<file path="src/rtl/pcu_pkg.sv">
// Package: shared types and helpers for the program counter unit.
// Assumes: one instruction per cycle; vectors start one stride above zero.
package pcu_pkg;

    typedef enum logic [1:0] {
        SEL_SEQ  = 2'd0,
        SEL_JUMP = 2'd1,
        SEL_RET  = 2'd2,
        SEL_VEC  = 2'd3
    } pc_sel_e;

    // Entry offset of source idx: first source one stride above address zero.
    function automatic int unsigned vec_offset(input int unsigned idx,
                                               input int unsigned stride);
        return (idx + 1) * stride;
    endfunction

endpackage

</file>
<file path="src/rtl/pcu_ret_stack.sv">
// Module: hardware return stack of DEPTH program counter values.
// Assumes: push and pop never requested together; push when full and
// pop when empty are dropped without touching the level counter.
module pcu_ret_stack #(
    parameter int AW    = 11,
    parameter int DEPTH = 4
) (
    input  logic          clk,
    input  logic          rst_n,
    input  logic          push,
    input  logic [AW-1:0] push_data,
    input  logic          pop,
    output logic [AW-1:0] top,
    output logic          full,
    output logic          empty
);
    localparam int CW = $clog2(DEPTH + 1);
    localparam int IW = (DEPTH > 1) ? $clog2(DEPTH) : 1;

    logic [AW-1:0] mem [DEPTH];
    logic [CW-1:0] level;
    logic          do_push;
    logic          do_pop;
    logic [IW-1:0] wr_idx;
    logic [IW-1:0] rd_idx;

    assign full    = (level == CW'(DEPTH));
    assign empty   = (level == '0);
    assign do_push = push && !full;
    assign do_pop  = pop && !empty && !push;
    assign wr_idx  = IW'(level);
    assign rd_idx  = IW'(level - 1'b1);
    assign top     = mem[rd_idx];

    // Level counter: count accepted pushes and pops.
    always_ff @(posedge clk) begin
        if (!rst_n)       level <= '0;
        else if (do_push) level <= level + 1'b1;
        else if (do_pop)  level <= level - 1'b1;
    end

    // Storage write: accepted push lands in the next free slot.
    always_ff @(posedge clk) begin
        if (do_push) mem[wr_idx] <= push_data;
    end

endmodule

</file>
<file path="src/rtl/pcu_irq_arb.sv">
// Module: fixed-priority interrupt arbiter with vector generation.
// Assumes: requests already masked per source; lowest index wins.
module pcu_irq_arb #(
    parameter int AW     = 11,
    parameter int N_SRC  = 4,
    parameter int STRIDE = 4
) (
    input  logic [N_SRC-1:0] req,
    input  logic             allow,
    output logic [N_SRC-1:0] grant,
    output logic [AW-1:0]    vec
);
    import pcu_pkg::*;

    logic found;

    // Priority scan: first set request gets the grant and its vector.
    always_comb begin
        grant = '0;
        vec   = '0;
        found = 1'b0;
        for (int i = 0; i < N_SRC; i++) begin
            if (allow && !found && req[i]) begin
                grant[i] = 1'b1;
                vec      = AW'(vec_offset(i, STRIDE));
                found    = 1'b1;
            end
        end
    end

endmodule

</file>
<file path="src/rtl/pcu_next_pc.sv">
// Module: next program counter selection.
// Assumes: a return on an empty stack behaves as a sequential step.
module pcu_next_pc #(
    parameter int AW = 11
) (
    input  logic [AW-1:0]    pc,
    input  pcu_pkg::pc_sel_e sel,
    input  logic [AW-1:0]    target,
    input  logic [AW-1:0]    ret_addr,
    input  logic             stack_empty,
    input  logic [AW-1:0]    vec,
    output logic [AW-1:0]    seq,
    output logic [AW-1:0]    nxt
);
    import pcu_pkg::*;

    assign seq = pc + 1'b1;

    // Source mux for the next fetch address.
    always_comb begin
        unique case (sel)
            SEL_JUMP: nxt = target;
            SEL_RET:  nxt = stack_empty ? seq : ret_addr;
            SEL_VEC:  nxt = vec;
            default:  nxt = seq;
        endcase
    end

endmodule

</file>
<file path="src/rtl/pcu_vector_unit.sv">
// Module: program counter unit with return stack and interrupt vectoring.
// Assumes: one strobe (branch or return) per cycle at most; requests are
// synchronised and masked; interrupts taken only at plain sequential steps.
module pcu_vector_unit #(
    parameter int AW     = 11,
    parameter int DEPTH  = 4,
    parameter int N_SRC  = 4,
    parameter int STRIDE = 4
) (
    input  logic             clk,
    input  logic             rst_n,
    input  logic [N_SRC-1:0] irq_req,
    input  logic             gie_wr,
    input  logic             gie_val,
    input  logic             br_valid,
    input  logic             br_call,
    input  logic [AW-1:0]    br_target,
    input  logic             ret_valid,
    input  logic             ret_from_irq,
    output logic [AW-1:0]    fetch_addr,
    output logic             stack_full,
    output logic [N_SRC-1:0] irq_ack
);
    import pcu_pkg::*;

    logic [AW-1:0] pc_q;
    logic [AW-1:0] pc_d;
    logic [AW-1:0] seq_addr;
    logic [AW-1:0] vec_addr;
    logic [AW-1:0] stk_top;
    logic          stk_full;
    logic          stk_empty;
    logic          irq_en_q;
    logic          allow;
    logic          take;
    logic          push;
    logic          pop;
    pc_sel_e       sel;

    assign allow = irq_en_q && !br_valid && !ret_valid && !stk_full;
    assign take  = |irq_ack;
    assign push  = take || (br_valid && br_call && !ret_valid);
    assign pop   = ret_valid && !take;

    // Select decode: interrupt, then return, then branch, else step.
    always_comb begin
        if (take)           sel = SEL_VEC;
        else if (ret_valid) sel = SEL_RET;
        else if (br_valid)  sel = SEL_JUMP;
        else                sel = SEL_SEQ;
    end

    pcu_irq_arb #(.AW(AW), .N_SRC(N_SRC), .STRIDE(STRIDE)) u_arb (
        .req   (irq_req),
        .allow (allow),
        .grant (irq_ack),
        .vec   (vec_addr)
    );

    pcu_ret_stack #(.AW(AW), .DEPTH(DEPTH)) u_stack (
        .clk       (clk),
        .rst_n     (rst_n),
        .push      (push),
        .push_data (seq_addr),
        .pop       (pop),
        .top       (stk_top),
        .full      (stk_full),
        .empty     (stk_empty)
    );

    pcu_next_pc #(.AW(AW)) u_next (
        .pc          (pc_q),
        .sel         (sel),
        .target      (br_target),
        .ret_addr    (stk_top),
        .stack_empty (stk_empty),
        .vec         (vec_addr),
        .seq         (seq_addr),
        .nxt         (pc_d)
    );

    // Program counter register.
    always_ff @(posedge clk) begin
        if (!rst_n) pc_q <= '0;
        else        pc_q <= pc_d;
    end

    // Global enable: entry clears, interrupt return sets, else software write.
    always_ff @(posedge clk) begin
        if (!rst_n)                         irq_en_q <= 1'b0;
        else if (take)                      irq_en_q <= 1'b0;
        else if (ret_valid && ret_from_irq) irq_en_q <= 1'b1;
        else if (gie_wr)                    irq_en_q <= gie_val;
    end

    assign fetch_addr = pc_q;
    assign stack_full = stk_full;

endmodule

</file>
<file path="config.mk">
export PLATFORM = sky130hd
export DESIGN_NAME = pcu_vector_unit
export DESIGN_NICKNAME = d
export VERILOG_FILES = /design/src/rtl/pcu_pkg.sv /design/src/rtl/pcu_ret_stack.sv /design/src/rtl/pcu_irq_arb.sv /design/src/rtl/pcu_next_pc.sv /design/src/rtl/pcu_vector_unit.sv
export SDC_FILE = /design/constraint.sdc
export NUM_CORES = 1
export LEC_CHECK = 0
export ABC_AREA = 1
export BUFFER_PORTS_ARGS = -buffer_cell sky130_fd_sc_hd__buf_4
export CAP_MARGIN = 25
export CORE_MARGIN = 1
export CORE_UTILIZATION = 60
export CTS_CLUSTER_SIZE = 25
export DETAILED_ROUTE_END_ITERATION = 8
export GPL_ROUTABILITY_DRIVEN = 0
export MAX_ROUTING_LAYER = met4
export PLACE_DENSITY = 0.81
export SLEW_MARGIN = 5
export SYNTH_ARGS = -nofsm -noshare
export SYNTH_HDL_FRONTEND = slang
export SYNTH_SLANG_ARGS = --single-unit
</file>
<file path="constraint.sdc">
create_clock -name clk -period 4 [get_ports clk]
set_input_delay 0.8 -clock clk [delete_from_list [all_inputs] [get_ports clk]]
set_output_delay 0.8 -clock clk [all_outputs]
set_load 0.02 [all_outputs]
</file>
==> impl_metrics.json, run 1 <==
{
  "total_power_mw": 2.578,
  "avgViaCountPerCell": 5.250,
  "avgSynthCellArea_um2": 9.120,
  "totalNegativeSetupSlack_ns": 0,
  "die_area_mm2": 0.005287,
  "powerDensity_mw_per_mm2": 718.2,
  "cp_data_arrival_time_ns": 2.26,
  "layout_commonest_cell": "sky130_fd_sc_hd__nand2_1",
  "floorplan.initialDensity": 0.6311,
  "slew_headroom": 0.4050,
  "final_cell_mix": "sky130_fd_sc_hd__nand2_1, sky130_fd_sc_hd__edfxtp_1, sky130_fd_sc_hd__buf_4",
  "globalRouteTotalUtil": 0.2768,
  "synth_cells": 329,
  "yosysUniqueCellTypes": 32,
  "grt_overflow": 0,
  "timing.final.hold_violations": 0,
  "worstHoldStart": "u_stack.level[2]$_SDFFE_PN0P_",
  "synth_seq_area_share": 0.5405,
  "via_count_of_the_first_global_routing_pass": 2214,
  "critical_path.n_buffers_inverters": 5,
  "regToRegSetupSlack_ns": 1.06,
  "layout_min_cycle_time_ns": 3.063,
  "synth_area_leader_cell": "sky130_fd_sc_hd__edfxtp_1",
  "run_status": "finished, final reports clean",
  "synthesized_flop_and_latch_total": 59,
  "final_net_count": 401,
  "worst_r2r_path_depth": 11,
  "timing.final.max_slew_violations": 0,
  "die_height_um": 72.72,
  "totalWireLength_mm": 6.464,
  "mappedNetlistArea_mm2": 0.003000,
  "setup_viol": 0,
  "clk_path_buf_depth": 2,
  "hold_path_depth": 2,
  "die_w_um": 72.72,
  "clk_transition_reported_paths_ns": 0.06,
  "drive_gt1_frac": 0.1989,
  "cts-buffers-inserted": 9,
  "fin_worst_skew_ns": 0.01242,
  "synth-warning-count": 0,
  "portBuffers": 38,
  "cts_hold_repair.buffers": 0,
  "cts_sinks": 59,
  "cp_top_family": "buffers and inverters",
  "worstSkewPairLatency_ns": 0.33,
  "grt_first_pass_wirelength_mm": 10.36,
  "setup_repair_after_global_routing_missed_its_margin": "no",
  "worstMarginPinSlew_ns": 0.8892,
  "static-leakage-power_nw": 1.580,
  "post-dp-hpwl_mm": 4.593,
  "r2r-start": "u_stack.level[0]$_SDFFE_PN0P_",
  "routed_wire_length_per_instance_um": 14.56,
  "hold_path.class": "flop to flop",
  "vias": 2331,
  "antenna_found_initial": 0,
  "critical-path-slowest-cell": "sky130_fd_sc_hd__dfxtp_1",
  "post_synthesis_to_final_layout_area_growth_pct": 19.64,
  "initialDrtViolationCount": 244,
  "maximum_frequency_from_static_timing_analysis_mhz": 326.5,
  "crit_path_frequent_cell": "sky130_fd_sc_hd__buf_4",
  "data_required_time_at_the_worst_endpoint_ns": 3.20,
  "crit_type": "flop to primary output",
  "ios": 39,
  "synth_top_area_share": 0.4404,
  "placeableCoreArea_mm2": 0.004755,
  "timing.critical_path.fanout_max": 26,
  "synth.area.top_cells": "sky130_fd_sc_hd__edfxtp_1, sky130_fd_sc_hd__nand2_1, sky130_fd_sc_hd__dfxtp_1",
  "site_row_count": 25,
  "cp_cell_sequence": "buf_4, inv_1, buf_4, ha_1, nand2_4, nand2_2, nor2_4, nand4_4, inv_1, buf_4",
  "resized_after_cts": 0,
  "antenna-diode-count": 0,
  "net_count_synth": 358,
  "async_reset_ff_frac": 0,
  "cts_tree": "built",
  "cts_setup_buffers": 0,
  "root_buffer": "sky130_fd_sc_hd__clkbuf_8",
  "number_of_enable_type_register_cells_in_the_synthesized_netlist": 44,
  "drt_first_pass_iters": 4,
  "worst_r2r_dst": "u_stack.mem[2][7]$_DFFE_PP_",
  "timing.max_cap.violations": 0,
  "end_point_of_the_most_critical_hold_path": "u_stack.level[2]$_SDFFE_PN0P_",
  "ir_worst_vdd_uv": 448.5,
  "critPathMaxStageDelay_ns": 0.31,
  "critical_path.startpoint_type": "flop",
  "grt_start_max_net_pins": 27,
  "h-tree-depth": 3,
  "share_of_the_clock_period_used_by_the_worst_path": 0.7657,
  "post-route-drc-count": 0,
  "antenna_left": 0,
  "cp-end-kind": "primary output",
  "yosys_most_used_dff": "sky130_fd_sc_hd__edfxtp_1"
}
[cell families (layout without fill, tap and decap cells)]
kind of cell | count (synthesis) | after routing | synth area share
compound gates | 51 | 51 | 0.1038
xor+xnor | 7 | 7 | 0.02043
fa+ha+maj | 6 | 6 | 0.02502
buf+inv | 49 | 97 | 0.06631
flops | 59 | 59 | 0.5405
simple gates | 157 | 157 | 0.2440
[cell usage after synthesis, types with 3 or more instances]
| master | instances |
|---|---|
| sky130_fd_sc_hd__a21oi_1 | 18 |
| sky130_fd_sc_hd__nand2_1 | 84 |
| sky130_fd_sc_hd__dfxtp_1 | 15 |
| sky130_fd_sc_hd__o31ai_1 | 6 |
| sky130_fd_sc_hd__nor3_1 | 3 |
| sky130_fd_sc_hd__a31oi_1 | 3 |
| sky130_fd_sc_hd__xor2_1 | 7 |
| sky130_fd_sc_hd__ha_1 | 6 |
| sky130_fd_sc_hd__edfxtp_1 | 44 |
| sky130_fd_sc_hd__o211ai_1 | 3 |
| sky130_fd_sc_hd__nand3_1 | 26 |
| sky130_fd_sc_hd__inv_1 | 36 |
| sky130_fd_sc_hd__nand2_2 | 3 |
| sky130_fd_sc_hd__nor2_1 | 30 |
| sky130_fd_sc_hd__nand2_4 | 3 |
| sky130_fd_sc_hd__o21ai_0 | 16 |
| sky130_fd_sc_hd__buf_2 | 10 |
[registers in the layout, summed over array words and instances (netlist names)]
| register | cells |
|---|---|
| fetch_addr | 11 |
| u_stack.level | 3 |
| irq_en_q | 1 |
| u_stack.mem | 44 |
[per-layer routing]
layer,vias to the layer above,track usage,wire length [µm]
met1,1053,0.3740,3027
li1,1187,-,-
met4,0,0.1394,131
met3,12,0.04282,351
met5,-,-,0
met2,79,0.4081,2953
[report_power, final]
group          switching (mW)  internal (mW)
logic                   0.711          0.345
clock network           0.235          0.412
registers              0.0743          0.800
[layout make-up]
class / instances / area [µm²]
clock inverters: 7 / 116.4
repair buffers: 42 / 315.3
well taps: 67 / 83.83
clock buffers: 9 / 123.9
fillers: 363 / 1165
flip-flops and latches: 59 / 1622
inverters: 39 / 148.9
multi-input cells: 221 / 1180
[stage by stage]
| stage | setup WS [ns] | util | hold slack (ns) | area (µm²) | cells |
|---|---|---|---|---|---|
| final | 0.9373 | 0.7550 | 0.6361 | 3590 | 444 |
| after global routing | 0.7772 | 0.7550 | 0.6635 | 3590 | 444 |
| after CTS | 0.9219 | 0.7550 | 0.6295 | 3590 | 444 |
| after detailed placement | 1.033 | 0.7045 | 0.6179 | 3349 | 428 |
| after global placement | 1.101 | 0.7045 | 0.6004 | 3349 | 428 |
| after floorplan | 1.497 | - | 0.5675 | 3000 | 329 |
[worst max-delay path by stage]
stage / from / end / slack (ns) / depth (start not counted)
6_report: u_stack.level[0]$_SDFFE_PN0P_ / irq_ack[3] / 0.94 / 10
3_5_place_dp: u_stack.level[0]$_SDFFE_PN0P_ / u_stack.mem[3][8]$_DFFE_PP_ / 1.03 / 11
4_1_cts: u_stack.level[0]$_SDFFE_PN0P_ / irq_ack[3] / 0.92 / 10
2_1_floorplan: u_stack.level[0]$_SDFFE_PN0P_ / irq_ack[2] / 1.50 / 8
5_1_grt: u_stack.level[0]$_SDFFE_PN0P_ / u_stack.mem[3][10]$_DFFE_PP_ / 0.78 / 11
3_3_place_gp: u_stack.level[0]$_SDFFE_PN0P_ / u_stack.mem[2][7]$_DFFE_PP_ / 1.10 / 11
[worst min-delay path: stages, from the launching register on]
cell and delay [ns]:
sky130_fd_sc_hd__dfxtp_1 0.40, sky130_fd_sc_hd__nand3_1 0.14, sky130_fd_sc_hd__a21oi_2 0.05
Power figures use the tool's default switching activity.
==> inputs of run 2 (changes only) <==
--- a/config.mk
+++ b/config.mk
@@ -9,12 +9,12 @@
 export BUFFER_PORTS_ARGS = -buffer_cell sky130_fd_sc_hd__buf_4
 export CAP_MARGIN = 25
 export CORE_MARGIN = 1
-export CORE_UTILIZATION = 60
+export CORE_UTILIZATION = 57
 export CTS_CLUSTER_SIZE = 25
 export DETAILED_ROUTE_END_ITERATION = 8
 export GPL_ROUTABILITY_DRIVEN = 0
 export MAX_ROUTING_LAYER = met4
-export PLACE_DENSITY = 0.81
+export PLACE_DENSITY = 0.78
 export SLEW_MARGIN = 5
 export SYNTH_ARGS = -nofsm -noshare
 export SYNTH_HDL_FRONTEND = slang
==> constraint.sdc (replaced) <==
create_clock -name clk -period 2.95 [get_ports clk]
set_input_delay 0.59 -clock clk [delete_from_list [all_inputs] [get_ports clk]]
set_output_delay 0.59 -clock clk [all_outputs]
set_load 0.02 [all_outputs]
==> impl_metrics.json, run 2 (same netlist as run 1, synthesis figures left out) <==
{
  "timing.final.hold_violations": 0,
  "powerDensity_mw_per_mm2": 962.8,
  "via_count_of_the_first_global_routing_pass": 2164,
  "crit_type": "flop to primary output",
  "share_of_the_clock_period_used_by_the_worst_path": 0.8290,
  "site_row_count": 26,
  "clk_path_buf_depth": 2,
  "cp-end-kind": "primary output",
  "worst_r2r_dst": "fetch_addr[3]$_SDFF_PN0_",
  "totalWireLength_mm": 6.442,
  "clk_transition_reported_paths_ns": 0.07,
  "antenna_left": 0,
  "fin_worst_skew_ns": 0.008850,
  "grt_start_max_net_pins": 26,
  "slew_headroom": 0.5801,
  "die_w_um": 74.55,
  "die_height_um": 74.55,
  "totalNegativeSetupSlack_ns": 0,
  "ios": 39,
  "h-tree-depth": 3,
  "timing.final.max_slew_violations": 0,
  "worstHoldStart": "br_target[7]",
  "ir_worst_vdd_uv": 564.7,
  "worst_r2r_path_depth": 11,
  "largest_reg_flops": 44,
  "post-dp-hpwl_mm": 4.726,
  "data_required_time_at_the_worst_endpoint_ns": 2.36,
  "vias": 2343,
  "grt_first_pass_wirelength_mm": 10.33,
  "registers.top_by_ff_count": "u_stack.mem",
  "die_area_mm2": 0.005558,
  "regToRegSetupSlack_ns": 0.69,
  "drt_first_pass_iters": 4,
  "hold_path_depth": 3,
  "cts_sinks": 59,
  "critical_path.startpoint_type": "flop",
  "final_cell_mix": "sky130_fd_sc_hd__nand2_1, sky130_fd_sc_hd__buf_4, sky130_fd_sc_hd__edfxtp_1",
  "cts_hold_repair.buffers": 0,
  "initialDrtViolationCount": 214,
  "antenna-diode-count": 0,
  "worstSkewPairLatency_ns": 0.33,
  "routed_wire_length_per_instance_um": 14.32,
  "layout_min_cycle_time_ns": 2.445,
  "post-route-drc-count": 0,
  "globalRouteTotalUtil": 0.2676,
  "worstMarginPinSlew_ns": 0.6275,
  "post_synthesis_to_final_layout_area_growth_pct": 20.23,
  "timing.critical_path.fanout_max": 5,
  "layout_commonest_cell": "sky130_fd_sc_hd__nand2_1",
  "hold_path.class": "input pin to flop",
  "timing.max_cap.violations": 0,
  "grt_overflow": 0,
  "r2r-start": "u_stack.level[1]$_SDFFE_PN0P_",
  "resized_after_cts": 0,
  "maximum_frequency_from_static_timing_analysis_mhz": 408.9,
  "static-leakage-power_nw": 1.595,
  "root_buffer": "sky130_fd_sc_hd__clkbuf_8",
  "cts_setup_buffers": 0,
  "setup_viol": 0,
  "portBuffers": 38,
  "placed_cells_incl_taps": 434,
  "avgViaCountPerCell": 5.207,
  "floorplan.initialDensity": 0.5912,
  "end_point_of_the_most_critical_hold_path": "fetch_addr[7]$_SDFF_PN0_",
  "number_of_standard_cells_in_the_layout_taps_in_and_fillers_out": 450,
  "antenna_found_initial": 0,
  "cp_data_arrival_time_ns": 1.86,
  "fillCellCount": 418,
  "placeableCoreArea_mm2": 0.005075,
  "cts-buffers-inserted": 9,
  "setup_repair_after_global_routing_missed_its_margin": "no",
  "drive_gt1_frac": 0.2000,
  "final_net_count": 404,
  "cts_tree": "built",
  "run_status": "finished, final reports clean"
}
==> run 2: power breakdown <==
part | leakage [nW] | internal, mW | total (mW) | switching [mW]
logic | 0.949 | 0.471 | 1.43 | 0.962
clock network | 0.118 | 0.555 | 0.857 | 0.301
registers | 0.529 | 1.08 | 1.18 | 0.0985
==> run 2: final cells by class <==
type | instances | area, µm² | area share
multi-input cells | 221 | 1180 | 0.3271
well taps | 70 | 87.58 | 0.02428
inverters | 39 | 148.9 | 0.04128
flip-flops and latches | 59 | 1622 | 0.4495
clock buffers | 10 | 127.6 | 0.03538
repair buffers | 45 | 337.8 | 0.09365
clock inverters | 6 | 103.9 | 0.02879
==> run 2: worst max-delay path, stage by stage, from the launching register on <==
cell                      delay, ns
sky130_fd_sc_hd__dfxtp_1       0.38
sky130_fd_sc_hd__inv_1         0.10
sky130_fd_sc_hd__ha_1          0.23
sky130_fd_sc_hd__nand2_4       0.13
sky130_fd_sc_hd__nand2_2       0.08
sky130_fd_sc_hd__nor2_4        0.17
sky130_fd_sc_hd__nand4_4       0.15
sky130_fd_sc_hd__inv_1         0.13
sky130_fd_sc_hd__buf_4         0.15
==> run 2: stage by stage <==
stage	util	hold slack (ns)	instance area, µm²	setup WS (ns)	total power, mW
after CTS	0.7108	0.5173	3607	0.4956	3.477
after global routing	0.7108	0.5394	3607	0.3646	3.692
after detailed placement	0.6652	0.6026	3376	0.7392	2.617
final	0.7108	0.5257	3607	0.5046	3.473
after floorplan	-	0.5675	3000	0.4641	2.178
after global placement	0.6652	0.5950	3376	0.7839	2.585
==> run 2: routing by layer <==
metal	share of wire	global-route usage	vias to the layer above
met5	0	-	-
li1	-	-	1193
met3	0.058	0.03930	10
met4	0.017	0.1153	0
met2	0.46	0.3944	76
met1	0.47	0.3691	1064
==> run 2: how the worst max path moves through the flow <==
| stage | start | endpoint | slack, ns | depth (start not counted) |
|---|---|---|---|---|
| after CTS | u_stack.level[1]$_SDFFE_PN0P_ | irq_ack[3] | 0.50 | 8 |
| after floorplan | u_stack.level[0]$_SDFFE_PN0P_ | u_stack.mem[2][0]$_DFFE_PP_ | 0.46 | 10 |
| after detailed placement | ret_valid | irq_ack[3] | 0.74 | 7 |
| after global placement | ret_valid | irq_ack[3] | 0.78 | 7 |
| final | u_stack.level[1]$_SDFFE_PN0P_ | irq_ack[3] | 0.50 | 8 |
| after global routing | u_stack.level[1]$_SDFFE_PN0P_ | irq_ack[3] | 0.36 | 8 |
==> inputs of run 3 (changes only) <==
==> constraint.sdc (replaced) <==
create_clock -name clk -period 2.4 [get_ports clk]
set_input_delay 0.48 -clock clk [delete_from_list [all_inputs] [get_ports clk]]
set_output_delay 0.48 -clock clk [all_outputs]
set_load 0.02 [all_outputs]
==> impl_metrics.json, run 3 (same netlist as run 1, synthesis figures left out) <==
{
  "run_status": "finished, final reports clean",
  "initialDrtViolationCount": 197,
  "drive_gt1_frac": 0.2147,
  "static-leakage-power_nw": 1.592,
  "fillCellCount": 404,
  "drt_first_pass_iters": 5,
  "powerDensity_mw_per_mm2": 1172,
  "worst_r2r_dst": "u_stack.mem[0][2]$_DFFE_PP_",
  "critical_path.startpoint_type": "flop",
  "post-route-drc-count": 0,
  "setup_viol": 0,
  "portBuffers": 38,
  "slew_headroom": 0.6930,
  "cts-buffers-inserted": 9,
  "worstHoldStart": "br_target[3]",
  "site_row_count": 26,
  "cts_hold_repair.buffers": 0,
  "timing.hold.ws_ns": 0.4059,
  "grt_overflow": 0,
  "grt_start_max_net_pins": 26,
  "cts_tree": "built",
  "ir_worst_vdd_uv": 697.8,
  "ios": 39,
  "die_w_um": 74.55,
  "die_area_mm2": 0.005558,
  "worstMarginPinSlew_ns": 0.4590,
  "via_count_of_the_first_global_routing_pass": 2234,
  "worst_setup_startpoint": "u_stack.level[1]$_SDFFE_PN0P_",
  "floorplan.initialDensity": 0.5912,
  "crit_type": "flop to primary output",
  "totalWireLength_mm": 6.694,
  "worst_r2r_path_depth": 10,
  "clk_path_buf_depth": 2,
  "antenna_found_initial": 0,
  "cts_sinks": 59,
  "setup_repair_after_global_routing_missed_its_margin": "no",
  "totalNegativeSetupSlack_ns": 0,
  "timing.final.max_slew_violations": 0,
  "avgViaCountPerCell": 5.367,
  "clk_transition_reported_paths_ns": 0.06,
  "layout_min_cycle_time_ns": 2.260,
  "root_buffer": "sky130_fd_sc_hd__clkbuf_8",
  "share_of_the_clock_period_used_by_the_worst_path": 0.9418,
  "final_net_count": 406,
  "globalRouteTotalUtil": 0.2757,
  "r2r-start": "u_stack.level[1]$_SDFFE_PN0P_",
  "post-dp-hpwl_mm": 4.835,
  "final_util": 0.7110,
  "data_required_time_at_the_worst_endpoint_ns": 1.92,
  "registers.top_by_ff_count": "u_stack.mem",
  "regToRegSetupSlack_ns": 0.28,
  "die_height_um": 74.55,
  "end_point_of_the_most_critical_hold_path": "fetch_addr[3]$_SDFF_PN0_",
  "timing.critical_path.fanout_max": 5,
  "cp_data_arrival_time_ns": 1.78,
  "maximum_frequency_from_static_timing_analysis_mhz": 442.4,
  "placeableCoreArea_mm2": 0.005075,
  "vias": 2426,
  "fin_worst_skew_ns": 0.01363,
  "largest_reg_flops": 44,
  "antenna-diode-count": 0,
  "grt_first_pass_wirelength_mm": 10.69,
  "timing.final.hold_violations": 0,
  "routed_wire_length_per_instance_um": 14.81,
  "final_cell_mix": "sky130_fd_sc_hd__nand2_1, sky130_fd_sc_hd__buf_4, sky130_fd_sc_hd__edfxtp_1",
  "antenna_left": 0,
  "hold_path_depth": 3,
  "hold_path.class": "input pin to flop",
  "worstSkewPairLatency_ns": 0.34,
  "cp-end-kind": "primary output",
  "layout_commonest_cell": "sky130_fd_sc_hd__nand2_1",
  "timing.max_cap.violations": 0,
  "post_synthesis_to_final_layout_area_growth_pct": 20.27,
  "h-tree-depth": 3
}
==> run 3: worst max-delay path by stage <==
stage	endpoint	slack, ns
finish	irq_ack[3]	0.14
global route	irq_ack[3]	0.04
CTS	irq_ack[3]	0.04
detailed placement	u_stack.mem[0][7]$_DFFE_PP_	0.29
global placement	u_stack.mem[0][7]$_DFFE_PP_	0.33
floorplan	u_stack.mem[2][0]$_DFFE_PP_	-0.09
==> run 3: what timing repair did <==
| item | 4_1_cts | 5_1_grt |
|---|---|---|
| buffers inserted | 0 | 1 |
| gates resized for setup | 0 | 3 |
| setup endpoints to repair | 0 | 2 |
==> run 3: worst max-delay path: stages, from the launching register on <==
cell	delay (ns)
sky130_fd_sc_hd__dfxtp_2	0.36
sky130_fd_sc_hd__inv_1	0.08
sky130_fd_sc_hd__ha_1	0.23
sky130_fd_sc_hd__nand2_4	0.12
sky130_fd_sc_hd__nand2_2	0.07
sky130_fd_sc_hd__nor2_4	0.17
sky130_fd_sc_hd__nand4_4	0.16
sky130_fd_sc_hd__inv_2	0.10
sky130_fd_sc_hd__buf_4	0.14
==> run 3: cell type report <==
cell class | instances | area, µm² | area share
Clock buffer | 12 | 166.4 | 0.04612
Clock inverter | 4 | 47.55 | 0.01318
Inverter | 39 | 148.9 | 0.04126
Multi-Input combinational cell | 221 | 1182 | 0.3277
Sequential cell | 59 | 1623 | 0.4497
Tap cell | 70 | 87.58 | 0.02427
Timing Repair Buffer | 47 | 352.8 | 0.09778
==> run 3: layer usage <==
layer / up-vias / wire length, µm / global-route usage
met5: - / 0 / -
met4: 0 / 95 / 0.1006
met3: 11 / 468 / 0.06640
met2: 104 / 3108 / 0.4144
met1: 1114 / 3020 / 0.3629
li1: 1197 / - / -
==> run 3: metrics by stage <==
stage	setup slack, ns	power, mW	std cells	instance area [µm²]
2_1_floorplan	-0.08588	2.678	329	3000
3_3_place_gp	0.3289	3.199	435	3383
3_5_place_dp	0.2876	3.260	435	3383
4_1_cts	0.04035	4.216	451	3597
5_1_grt	0.04487	4.484	452	3608
6_report	0.1397	4.230	452	3608
==> run 3: where the power goes <==
group	internal, mW	switching, mW	leakage, nW
Combinational	0.604	1.21	0.956
Sequential	1.34	0.124	0.529
Clock	0.567	0.386	0.108
Total	2.51	1.72	1.59
